### src/rtl/pulse_gauge_pkg.sv
package pulse_gauge_pkg;

  typedef enum logic [1:0] {
    PG_HIGH   = 2'd0,
    PG_LOW    = 2'd1,
    PG_PERIOD = 2'd2,
    PG_DUAL   = 2'd3
  } pg_mode_e;

  typedef enum logic [1:0] {
    PG_IDLE,
    PG_ARM,
    PG_COUNT,
    PG_HOLD
  } pg_state_e;

  // base tick period in system clocks for a given select code
  function automatic int unsigned base_ratio(input int unsigned sel, input int unsigned step);
    return (sel + 1) * step;
  endfunction

  function automatic logic opens_on_rise(input pg_mode_e m);
    return (m == PG_HIGH) || (m == PG_PERIOD);
  endfunction

  function automatic logic closes_on_rise(input pg_mode_e m);
    return (m == PG_LOW) || (m == PG_PERIOD);
  endfunction

endpackage

### src/rtl/pulse_gauge_div.sv
module pulse_gauge_div
  import pulse_gauge_pkg::*;
#(
  parameter int SEL_W = 3,
  parameter int STEP  = 1
) (
  input  logic             clk,
  input  logic             rst_n,
  input  logic             en,
  input  logic [SEL_W-1:0] sel,
  output logic             tick
);
  localparam int MAXR = (2 ** SEL_W) * STEP;
  localparam int CW   = $clog2(MAXR + 1);

  logic [CW-1:0] phase_q;
  logic [CW-1:0] limit;

  always_comb limit = CW'(base_ratio(32'(sel), STEP) - 1);

  assign tick = en && (phase_q == limit);

  always_ff @(posedge clk or negedge rst_n) begin
    if (!rst_n)            phase_q <= '0;
    else if (!en || tick)  phase_q <= '0;
    else                   phase_q <= phase_q + 1'b1;
  end
endmodule

### src/rtl/pulse_gauge_front.sv
module pulse_gauge_front #(
  parameter int N_SRC    = 3,
  parameter int SRC_W    = 2,
  parameter int FILT_LEN = 3
) (
  input  logic             clk,
  input  logic             rst_n,
  input  logic             en,
  input  logic             tick,
  input  logic [SRC_W-1:0] src_sel,
  input  logic [N_SRC-1:0] lines,
  output logic             level,
  output logic             rise_evt,
  output logic             fall_evt
);
  localparam int RW = $clog2(FILT_LEN + 1);
  localparam logic [RW-1:0] RUN_FULL = RW'(FILT_LEN);

  logic          picked;
  logic [1:0]    sync_q;
  logic          sampled;
  logic          cand_q;
  logic          lvl_q;
  logic [RW-1:0] run_q;
  logic [RW-1:0] run_nx;
  logic          qualify;

  // unassigned select codes fall back to line 0
  always_comb begin
    picked = lines[0];
    for (int i = 0; i < N_SRC; i++)
      if (src_sel == SRC_W'(i)) picked = lines[i];
  end

  always_ff @(posedge clk or negedge rst_n) begin
    if (!rst_n) sync_q <= '0;
    else        sync_q <= {sync_q[0], picked};
  end
  assign sampled = sync_q[1];

  always_comb begin
    if (sampled != cand_q)     run_nx = RW'(1);
    else if (run_q == RUN_FULL) run_nx = run_q;
    else                        run_nx = run_q + 1'b1;
  end

  assign qualify  = tick && (run_nx == RUN_FULL) && (sampled != lvl_q);
  assign rise_evt = qualify && sampled;
  assign fall_evt = qualify && !sampled;
  assign level    = lvl_q;

  always_ff @(posedge clk or negedge rst_n) begin
    if (!rst_n) begin
      cand_q <= 1'b0;
      lvl_q  <= 1'b0;
      run_q  <= '0;
    end else if (!en) begin
      cand_q <= sampled;
      lvl_q  <= sampled;
      run_q  <= RUN_FULL;
    end else if (tick) begin
      cand_q <= sampled;
      run_q  <= run_nx;
      if (qualify) lvl_q <= sampled;
    end
  end
endmodule

### src/rtl/pulse_gauge_core.sv
module pulse_gauge_core
  import pulse_gauge_pkg::*;
#(
  parameter int CNT_W = 16
) (
  input  logic             clk,
  input  logic             rst_n,
  input  logic             en,
  input  logic             tick,
  input  logic             rise_evt,
  input  logic             fall_evt,
  input  pg_mode_e         mode,
  input  logic             ack,
  output logic [CNT_W-1:0] result_a,
  output logic [CNT_W-1:0] result_b,
  output logic             done,
  output logic             overflow,
  output logic [CNT_W-1:0] count_o
);
  localparam logic [CNT_W-1:0] CMAX = '1;

  function automatic logic [CNT_W-1:0] sat_inc(input logic [CNT_W-1:0] v);
    return (v == CMAX) ? v : v + 1'b1;
  endfunction

  pg_state_e        st_q;
  logic [CNT_W-1:0] cnt_q;
  logic [CNT_W-1:0] stage_q;
  logic [CNT_W-1:0] cnt_inc;
  logic             at_max;
  logic             open_evt;
  logic             close_evt;
  logic             mid_evt;

  assign cnt_inc   = sat_inc(cnt_q);
  assign at_max    = (cnt_q == CMAX);
  assign open_evt  = tick && (opens_on_rise(mode)  ? rise_evt : fall_evt);
  assign close_evt = tick && (closes_on_rise(mode) ? rise_evt : fall_evt);
  assign mid_evt   = tick && (mode == PG_DUAL) && rise_evt;
  assign count_o   = cnt_q;

  always_ff @(posedge clk or negedge rst_n) begin
    if (!rst_n) begin
      st_q     <= PG_IDLE;
      cnt_q    <= '0;
      stage_q  <= '0;
      result_a <= '0;
      result_b <= '0;
      done     <= 1'b0;
      overflow <= 1'b0;
    end else if (!en) begin
      st_q     <= PG_IDLE;
      cnt_q    <= '0;
      stage_q  <= '0;
      done     <= 1'b0;
      overflow <= 1'b0;
    end else begin
      case (st_q)
        PG_IDLE: st_q <= PG_ARM;
        PG_ARM: begin
          if (open_evt) begin
            cnt_q   <= '0;
            stage_q <= '0;
            st_q    <= PG_COUNT;
          end
        end
        PG_COUNT: begin
          if (close_evt) begin
            result_a <= cnt_inc;
            result_b <= (mode == PG_DUAL) ? stage_q : '0;
            if (at_max) overflow <= 1'b1;
            done <= 1'b1;
            st_q <= PG_HOLD;
          end else if (tick) begin
            cnt_q <= cnt_inc;
            if (at_max)  overflow <= 1'b1;
            if (mid_evt) stage_q  <= cnt_inc;
          end
        end
        PG_HOLD: begin
          if (ack) begin
            done     <= 1'b0;
            overflow <= 1'b0;
            st_q     <= PG_ARM;
          end
        end
        default: st_q <= PG_IDLE;
      endcase
    end
  end
endmodule

### src/rtl/pulse_gauge.sv
module pulse_gauge
  import pulse_gauge_pkg::*;
#(
  parameter int CNT_W     = 16,
  parameter int DIV_SEL_W = 3,
  parameter int DIV_STEP  = 1,
  parameter int FILT_LEN  = 3,
  parameter int N_SRC     = 3,
  parameter int SRC_W     = 2
) (
  input  logic                 clk,
  input  logic                 rst_n,
  input  logic                 run_en,
  input  logic [1:0]           mode_sel,
  input  logic [DIV_SEL_W-1:0] div_sel,
  input  logic [SRC_W-1:0]     src_sel,
  input  logic [N_SRC-1:0]     in_lines,
  input  logic                 ack,
  output logic [CNT_W-1:0]     result_a,
  output logic [CNT_W-1:0]     result_b,
  output logic                 done,
  output logic                 overflow
);
  pg_mode_e             cfg_mode;
  logic [DIV_SEL_W-1:0] cfg_div;
  logic [SRC_W-1:0]     cfg_src;
  logic [1:0]           cfg_mode_bits;
  logic                 base_tick;
  logic                 filt_level;
  logic                 rise_evt;
  logic                 fall_evt;
  logic [CNT_W-1:0]     count_q;

  // configuration is only taken while the block is disabled
  always_ff @(posedge clk or negedge rst_n) begin
    if (!rst_n) begin
      cfg_mode <= PG_HIGH;
      cfg_div  <= '0;
      cfg_src  <= '0;
    end else if (!run_en) begin
      cfg_mode <= pg_mode_e'(mode_sel);
      cfg_div  <= div_sel;
      cfg_src  <= src_sel;
    end
  end
  assign cfg_mode_bits = cfg_mode;

  pulse_gauge_div #(.SEL_W(DIV_SEL_W), .STEP(DIV_STEP)) u_div (
    .clk(clk), .rst_n(rst_n), .en(run_en), .sel(cfg_div), .tick(base_tick)
  );

  pulse_gauge_front #(.N_SRC(N_SRC), .SRC_W(SRC_W), .FILT_LEN(FILT_LEN)) u_front (
    .clk(clk), .rst_n(rst_n), .en(run_en), .tick(base_tick),
    .src_sel(cfg_src), .lines(in_lines),
    .level(filt_level), .rise_evt(rise_evt), .fall_evt(fall_evt)
  );

  pulse_gauge_core #(.CNT_W(CNT_W)) u_core (
    .clk(clk), .rst_n(rst_n), .en(run_en), .tick(base_tick),
    .rise_evt(rise_evt), .fall_evt(fall_evt), .mode(cfg_mode), .ack(ack),
    .result_a(result_a), .result_b(result_b), .done(done),
    .overflow(overflow), .count_o(count_q)
  );
endmodule

### config.mk
export PLATFORM = sky130hd
export DESIGN_NAME = pulse_gauge
export DESIGN_NICKNAME = d
export VERILOG_FILES = /design/src/rtl/pulse_gauge_pkg.sv /design/src/rtl/pulse_gauge_div.sv /design/src/rtl/pulse_gauge_front.sv /design/src/rtl/pulse_gauge_core.sv /design/src/rtl/pulse_gauge.sv
export SDC_FILE = /design/constraint.sdc
export NUM_CORES = 1
export LEC_CHECK = 0
export ABC_AREA = 1
export BUFFER_PORTS_ARGS = -buffer_cell sky130_fd_sc_hd__buf_2
export CAP_MARGIN = 40
export CORE_UTILIZATION = 53
export DETAILED_ROUTE_END_ITERATION = 16
export HOLD_SLACK_MARGIN = 0.08
export PLACE_DENSITY = 0.76
export SLEW_MARGIN = 20
export SYNTH_ARGS = -nofsm -noshare
export SYNTH_HDL_FRONTEND = slang
export SYNTH_SLANG_ARGS = --single-unit
### constraint.sdc
create_clock -name clk -period 1.82 [get_ports clk]
set_input_delay 0.182 -clock clk [delete_from_list [all_inputs] [get_ports clk]]
set_output_delay 0.182 -clock clk [all_outputs]
set_load 0.01 [all_outputs]
Word level (Yosys, flattened, before mapping). Cells that the tools add are included.

Register bits: 85. Input bits: 14. Logic and storage cells: 108.

Add/sub/neg operators: 5. Eq/ne operators: 25. Muxes and demuxes: 40. Reductions and logical operators: 23.

Operator list (number): 16-bit 2-to-1 mux (10); 16-bit one-hot mux with 2 select lines (2); 16-bit by 1-bit adder with 16-bit output, second input constant (1); 16-bit equality test, second input constant (1); 1-bit 2-to-1 mux (16); 2-bit 2-to-1 mux (8); 2-bit equality test, second input constant (7); 3-bit by 2-bit inequality test with 1-bit output, second input constant (4); 3-bit AND reduction (4); 1-bit logical AND (9); 2-bit one-hot mux with 4 select lines (1); 2-bit by 1-bit equality test with 1-bit output, second input constant (3); 3-bit by 1-bit inequality test with 1-bit output, second input constant (2); 3-bit inequality test, second input constant (2); 5-bit AND reduction (1); 3-bit by 1-bit adder with 4-bit output, second input constant (1); 4-bit by 1-bit adder with 4-bit output, second input constant (1); 4-bit equality test (1); 2-bit logical NOT (2); 4-bit 2-to-1 mux (1); 2-bit by 1-bit inequality test with 1-bit output, second input constant (2); 4-bit by 2-bit inequality test with 1-bit output, second input constant (1); 1-bit one-hot mux with 2 select lines (2); 4-bit AND reduction (1); 6 further kinds (10).

Depth between registers and ports, before layout.
Depth in word-level cells: 13. Mapped depth: 12. Depth with buffers taken out: 11.

Modules after synthesis. From an unflattened synthesis, not the netlist that was laid out.

Cell total of the unflattened synthesis: 555. Area total of the unflattened synthesis: 4346.7 um^2.

Modules (own cells, without submodules): pulse_gauge_core (times used 1, cells each 446, area an instance 3512.1 um^2, seq. area each 1701.6 um^2); pulse_gauge_front (times used 1, cells each 45, area an instance 320.3 um^2, seq. area each 150.1 um^2); pulse_gauge (times used 1, cells each 30, area an instance 269.0 um^2, seq. area each 175.2 um^2); pulse_gauge_div (times used 1, cells each 34, area an instance 245.2 um^2, seq. area each 100.1 um^2).

Worst setup path after synthesis. OpenSTA, ideal clock, no wires.

Kind: flip-flop to flip-flop. From: register u_core.st_q[0]. To: register u_core.stage_q[10]. Library setup time: 117 ps. Arrival time: 1701 ps. Data required time: 1703 ps. Setup slack: 2 ps. Cell stages (with the launch flop): 12. Buffers on the path: 1. Clock period less this slack: 1818 ps. Path through: dfrtp_1 -> inv_1 -> ha_1 -> nand2_1 -> inv_1 -> nand2_1 -> o31ai_1 -> nor2_4 -> nand3_4 -> buf_4 -> nand2_1 -> nand2_1.

Cells in the longest elaborated chain, start to end: 3. Elaborated cells on any way between the ends: 10. Classes of those cells: eq/ne (7); mux (2); reduce/logical (1).

Ends and longest elaborated chain: start: declaration (line pulse_gauge_core.sv:26) `pg_state_e st_q;`; start signal: assignment (line pulse_gauge_core.sv:44) `st_q <= PG_IDLE;`; start signal: assignment (line pulse_gauge_core.sv:52) `st_q <= PG_IDLE;`; start signal: assignment (line pulse_gauge_core.sv:59) `PG_IDLE: st_q <= PG_ARM;`; 2-bit equality test or 2-bit by 1-bit equality test with 1-bit output (tied branches) (line pulse_gauge_core.sv:58) `case (st_q)`; 3-bit by 2-bit inequality test with 1-bit output (no source line), or another cell as far along; 5-bit AND reduction (no source line) or 16-bit 2-to-1 mux (tied branches); end signal: assignment (line pulse_gauge_core.sv:77) `if (mid_evt) stage_q <= cnt_inc;`; end: declaration (line pulse_gauge_core.sv:28) `logic [CNT_W-1:0] stage_q;`.

Several ways; a longest one is shown, not always the timed one. A chain may end at the register's enable or synchronous reset.

Final worst setup path.
From: register u_front.cand_q. To: register u_core.cnt_q[6], in the netlist u_core.count_o[6].

Cells in the longest elaborated chain, start to end: 10. Elaborated cells on any way between the ends: 14. Classes of those cells: eq/ne (4); mux (3); reduce/logical (7).

Ends and longest elaborated chain: start: declaration (line pulse_gauge_front.sv:22) `logic cand_q;`; start signal: assignment (line pulse_gauge_front.sv:58) `cand_q <= sampled;`; start signal: assignment (line pulse_gauge_front.sv:62) `cand_q <= sampled;`; 1-bit inequality test (*) (line pulse_gauge_front.sv:42) `if (sampled != cand_q) run_nx = RW'(1);`; 2-bit 2-to-1 mux (*) (line pulse_gauge_front.sv:42); 2-bit equality test (*) (line pulse_gauge_front.sv:47) `assign qualify = tick && (run_nx == RUN_FULL) && (sampled != lvl_q);`; 1-bit logical AND (*) (2 in series) (line pulse_gauge_front.sv:47); 1-bit logical AND (on tied branches) (line pulse_gauge_front.sv:49, pulse_gauge_front.sv:48); 1-bit 2-to-1 mux (on tied branches) (line pulse_gauge_core.sv:38, pulse_gauge_core.sv:37); 1-bit logical AND (on tied branches) (line pulse_gauge_core.sv:38, pulse_gauge_core.sv:37); 3-bit inequality test (no source line) or 3-bit by 2-bit inequality test with 1-bit output (tied branches); 4-bit AND reduction (no source line) (*); end signal: assignment (line pulse_gauge_core.sv:75) `cnt_q <= cnt_inc;`; end: declaration (line pulse_gauge_core.sv:27) `logic [CNT_W-1:0] cnt_q;`.

Mark *: on every way between the ends. The rest lies on a longest branch, timed or not.

==> summary.txt <==
Synth
  • Ys flop type: dfrtp_1
  • Yosys top cell by area: dfrtp_1
  • Mean Syn Cell Area: 7.921 sq um
  • #FFs+latches synth: 85
  • Ys async rst share: 100.0%
  • Sequential fraction of the synthesis area: 50.19%
  • Synthesized area: 4238 sq um
  • Yosys warnings: 0
  • Synth top area share: approximately half
  • Yosys cell types: 29
  • Top cells by area, synth: dfrtp_1 50%, nand2_1 17%, nand3_1 4.5%
  • Mapped Nets: 558
  • Mux share of post-synthesis cell area: 0%
  • Post-Synth Adder-Cell Area: approximately 2.7%
  • Synth cell count leaders: 195 x nand2_1, 85 x dfrtp_1, 46 x nor2_1, 39 x inv_1, 38 x nand3_1
  • Count leader, synth: nand2_1
  • Post-synth EDFFs: 0
  • Compound-Gate Fraction of Synth Area: 6.495%
  • XOR/XNOR share of the synthesized area: 1.447%
  • Synth Area in Simple Gates: ~33%
  • Largest family of logic cells by synthesized area: simple AND/OR/NAND/NOR gates
  • Cell count after synthesis: 535

Clock network
  • Clock Latency Late Sink: between 0.3 and 0.4 ns
  • CTS root buffer: clkbuf_8
  • Clk slew on worst S/H paths: 0.09 ns
  • H-tree levels: 3
  • Clk sinks: 85
  • TritonCTS clock tree: done
  • CTS max path bufs: 2
  • CTS Buf Count: 9

Worst setup path
  • Reg2Reg Launch Point: u_front.cand_q
  • R2R cell count: 10
  • Startpoint Class: flop
  • Setup crit end kind: flop
  • FF-to-FF End: u_core.count_o[6]
  • Critical path data required time: 2.08 ns
  • Worst Path Arrival: 2.13 ns
  • Reg2reg setup slack: -0.05 ns
  • Crit path max fanout: 7
  • CP Class: flop to flop

Min path
  • Hold Crit Start: in_lines[0]
  • Class of the worst hold path: input pin to flop
  • Hold Crit Depth: 3
  • Hold Path Sink: u_front.sync_q[0]

Floorplanning
  • Die area: ~8400 sq um
  • Core Region: between 7000 and 8000 sq um
  • Std cell rows: 32
  • Num ports: 48
  • Die Y: 91.42 um
  • Initial Utilization: 54.84%
  • Die Span X: roughly 91 um

Power
  • Internal power: around 0.0033 W
  • Sequential share of power: 40.9%
  • Psw: ~0.0019 W
  • Sw frac: 36.34%
  • Power Density: 914.9 nW/um^2
  • P_leak: slightly below 3 nW
  • Worst IR drop on VDD: 0.4377 mV
  • Clk pwr share: 23.8%
  • Comb pwr share: around a third

Timing
  • Endpoints failing hold: 0
  • Fin. max-slew vios: 0
  • Slew headroom: between 60% and 70%
  • RSZ-0062 raised after global routing: yes
  • Post-layout min period: 1.867 ns
  • Highest attainable clock frequency: 535.6 MHz
  • # setup viols final: 12
  • Worst hold slack: around 0.16 ns
  • Setup Skew: 0.01500 ns
  • Worst slew pin tran: 0.4717 ns
  • Setup WS post-layout: -0.04718 ns
  • Tcrit/Tclk final: 102.6%

Route
  • M1 wire length: 5046 um
  • Top sig layer: met4
  • Wirelength per Cell: 15.73 um
  • Vias/cell: between 5 and 6
  • Vias: 4185
  • Met3 routed WL: 719 um
  • WL final: 11830 um
  • Post-DRT Antenna Nets: 0
  • DRT Pass-1 Iters: 6
  • Met2 wire length: 5736 um
  • Remaining DRCs: 0
  • DRT iter0 DRCs: 307

Outcome
  • Status: finished with violations
  • Violated checks: negative setup slack

Place
  • IO Port Bufs: 47
  • Dpl ws: -0.04653 ns
  • Hpwl dp: 7365 um
  • Routability congestion estimate: between 0.8 and 0.9

GRT
  • Largest net degree at the start of global routing: 56
  • First-pass GRT wire length: about 18000 um
  • GRT Overall Usage: a little over a quarter
  • Initial antenna violation count: 0
  • Grt ovf: 0
  • Vias in the first global route: about 3800

Cells and area
  • Total Nets Final: 669
  • Synthesis-to-layout area growth: 33.86%
  • Antenna cell count: 0
  • Share of cells above drive strength 1: 30.46%

Job
  • Max Cap Viol: 0
-- cell families after synthesis --
group	count (synthesis)
and+or+nand+nor	320
DFF	85
buffers and inverters	64
AOI/OAI and AO/OA	50
adders and majority gates	9
xor gates and xnor gates	7
-- area by class of cell --
class                           count  area, sq um
Sequential cell                    85         2128
Multi-Input combinational cell    387         2093
Fill cell                         546         2054
Timing Repair Buffer              120        984.7
Inverter                           43        166.4
Tap cell                          102        127.6
Clock buffer                        9        123.9
Clock inverter                      6        48.80
-- power groups by stage --
stage	Sequential, W	Clock (W)	Combinational, W
floorplan	0.00215	0	0.000755
global placement	0.00214	0	0.00110
detailed placement	0.00215	0	0.00115
CTS	0.00212	0.00124	0.00125
global route	0.00213	0.00133	0.00195
finish	0.00212	0.00124	0.00183
-- critical path, stage by stage, from the launching register on --
cell and delay [ns]:
dfrtp_1 0.42, nor2_2 0.17, nor2_1 0.10, nor2_4 0.22
nand4_4 0.16, nor2_4 0.14, nor2_4 0.06, buf_12 0.16
clkbuf_16 0.16, nand3_1 0.08, nand2_1 0.08
-- state kept, by name, indices dropped and copies added, names as in the netlist, 3 cells and up --
signal	cells
cfg_div	3
u_core.result_a	16
u_core.count_o	16
u_core.stage_q	16
u_div.phase_q	4
u_core.result_b	16
-- layout by cell type (no fill, tap or decap), drive strengths merged --
cell,instances
clkinv,1
clkinvlp,3
buf,107
nand4,25
dlygate4sd3,9
nand3,40
clkbuf,13
a31oi,5
o21ai,24
o21bai,2
nand2,198
xnor2,2
nor3,2
xor2,5
inv,45
dfrtp,85
o31ai,2
a21oi,14
or2,4
ha,9
a22oi,2
a41oi,1
nor2,52
-- worst max-delay path by stage --
stage / slack (ns) / startpoint / endpoint
floorplan: 0.002 / u_core.st_q[0] / u_core.stage_q[10]
global placement: -0.02 / u_core.count_o[0] / u_core.count_o[7]
detailed placement: -0.05 / u_core.count_o[0] / u_core.count_o[7]
CTS: 0.0006 / cfg_mode[0] / u_core.count_o[11]
global route: -0.14 / u_div.phase_q[1] / u_core.stage_q[5]
finish: -0.05 / u_front.cand_q / u_core.count_o[6]
-- per-layer routing --
metal / vias up / GRT usage, %
met5: - / 0
met1: 2037 / 35.11
met2: 163 / 43.30
li1: 1950 / -
met4: 0 / 12.96
met3: 35 / 4.774
-- what timing repair did --
action                                 4_1_cts  5_1_grt
setup buffers                                2       17
resized for setup                            8       63
endpoints found under the hold margin       38        0
pin swaps                                    5       29
cloned                                       0        5
hold buffers                                 9        0
setup endpoints to repair                   41       63
-- through the flow --
step	util (%)	total power (W)	TNS (ns)	std cells	instance area [sq um]
floorplan	-	0.002902	0	535	4238
global placement	62.84	0.003242	-0.02031	704	4856
detailed placement	62.84	0.003300	-0.7865	704	4856
CTS	67.11	0.004606	0	730	5186
global route	73.41	0.005423	-2.608	752	5673
finish	73.41	0.005190	-0.2047	752	5673
(Power assumes the default switching activity.)
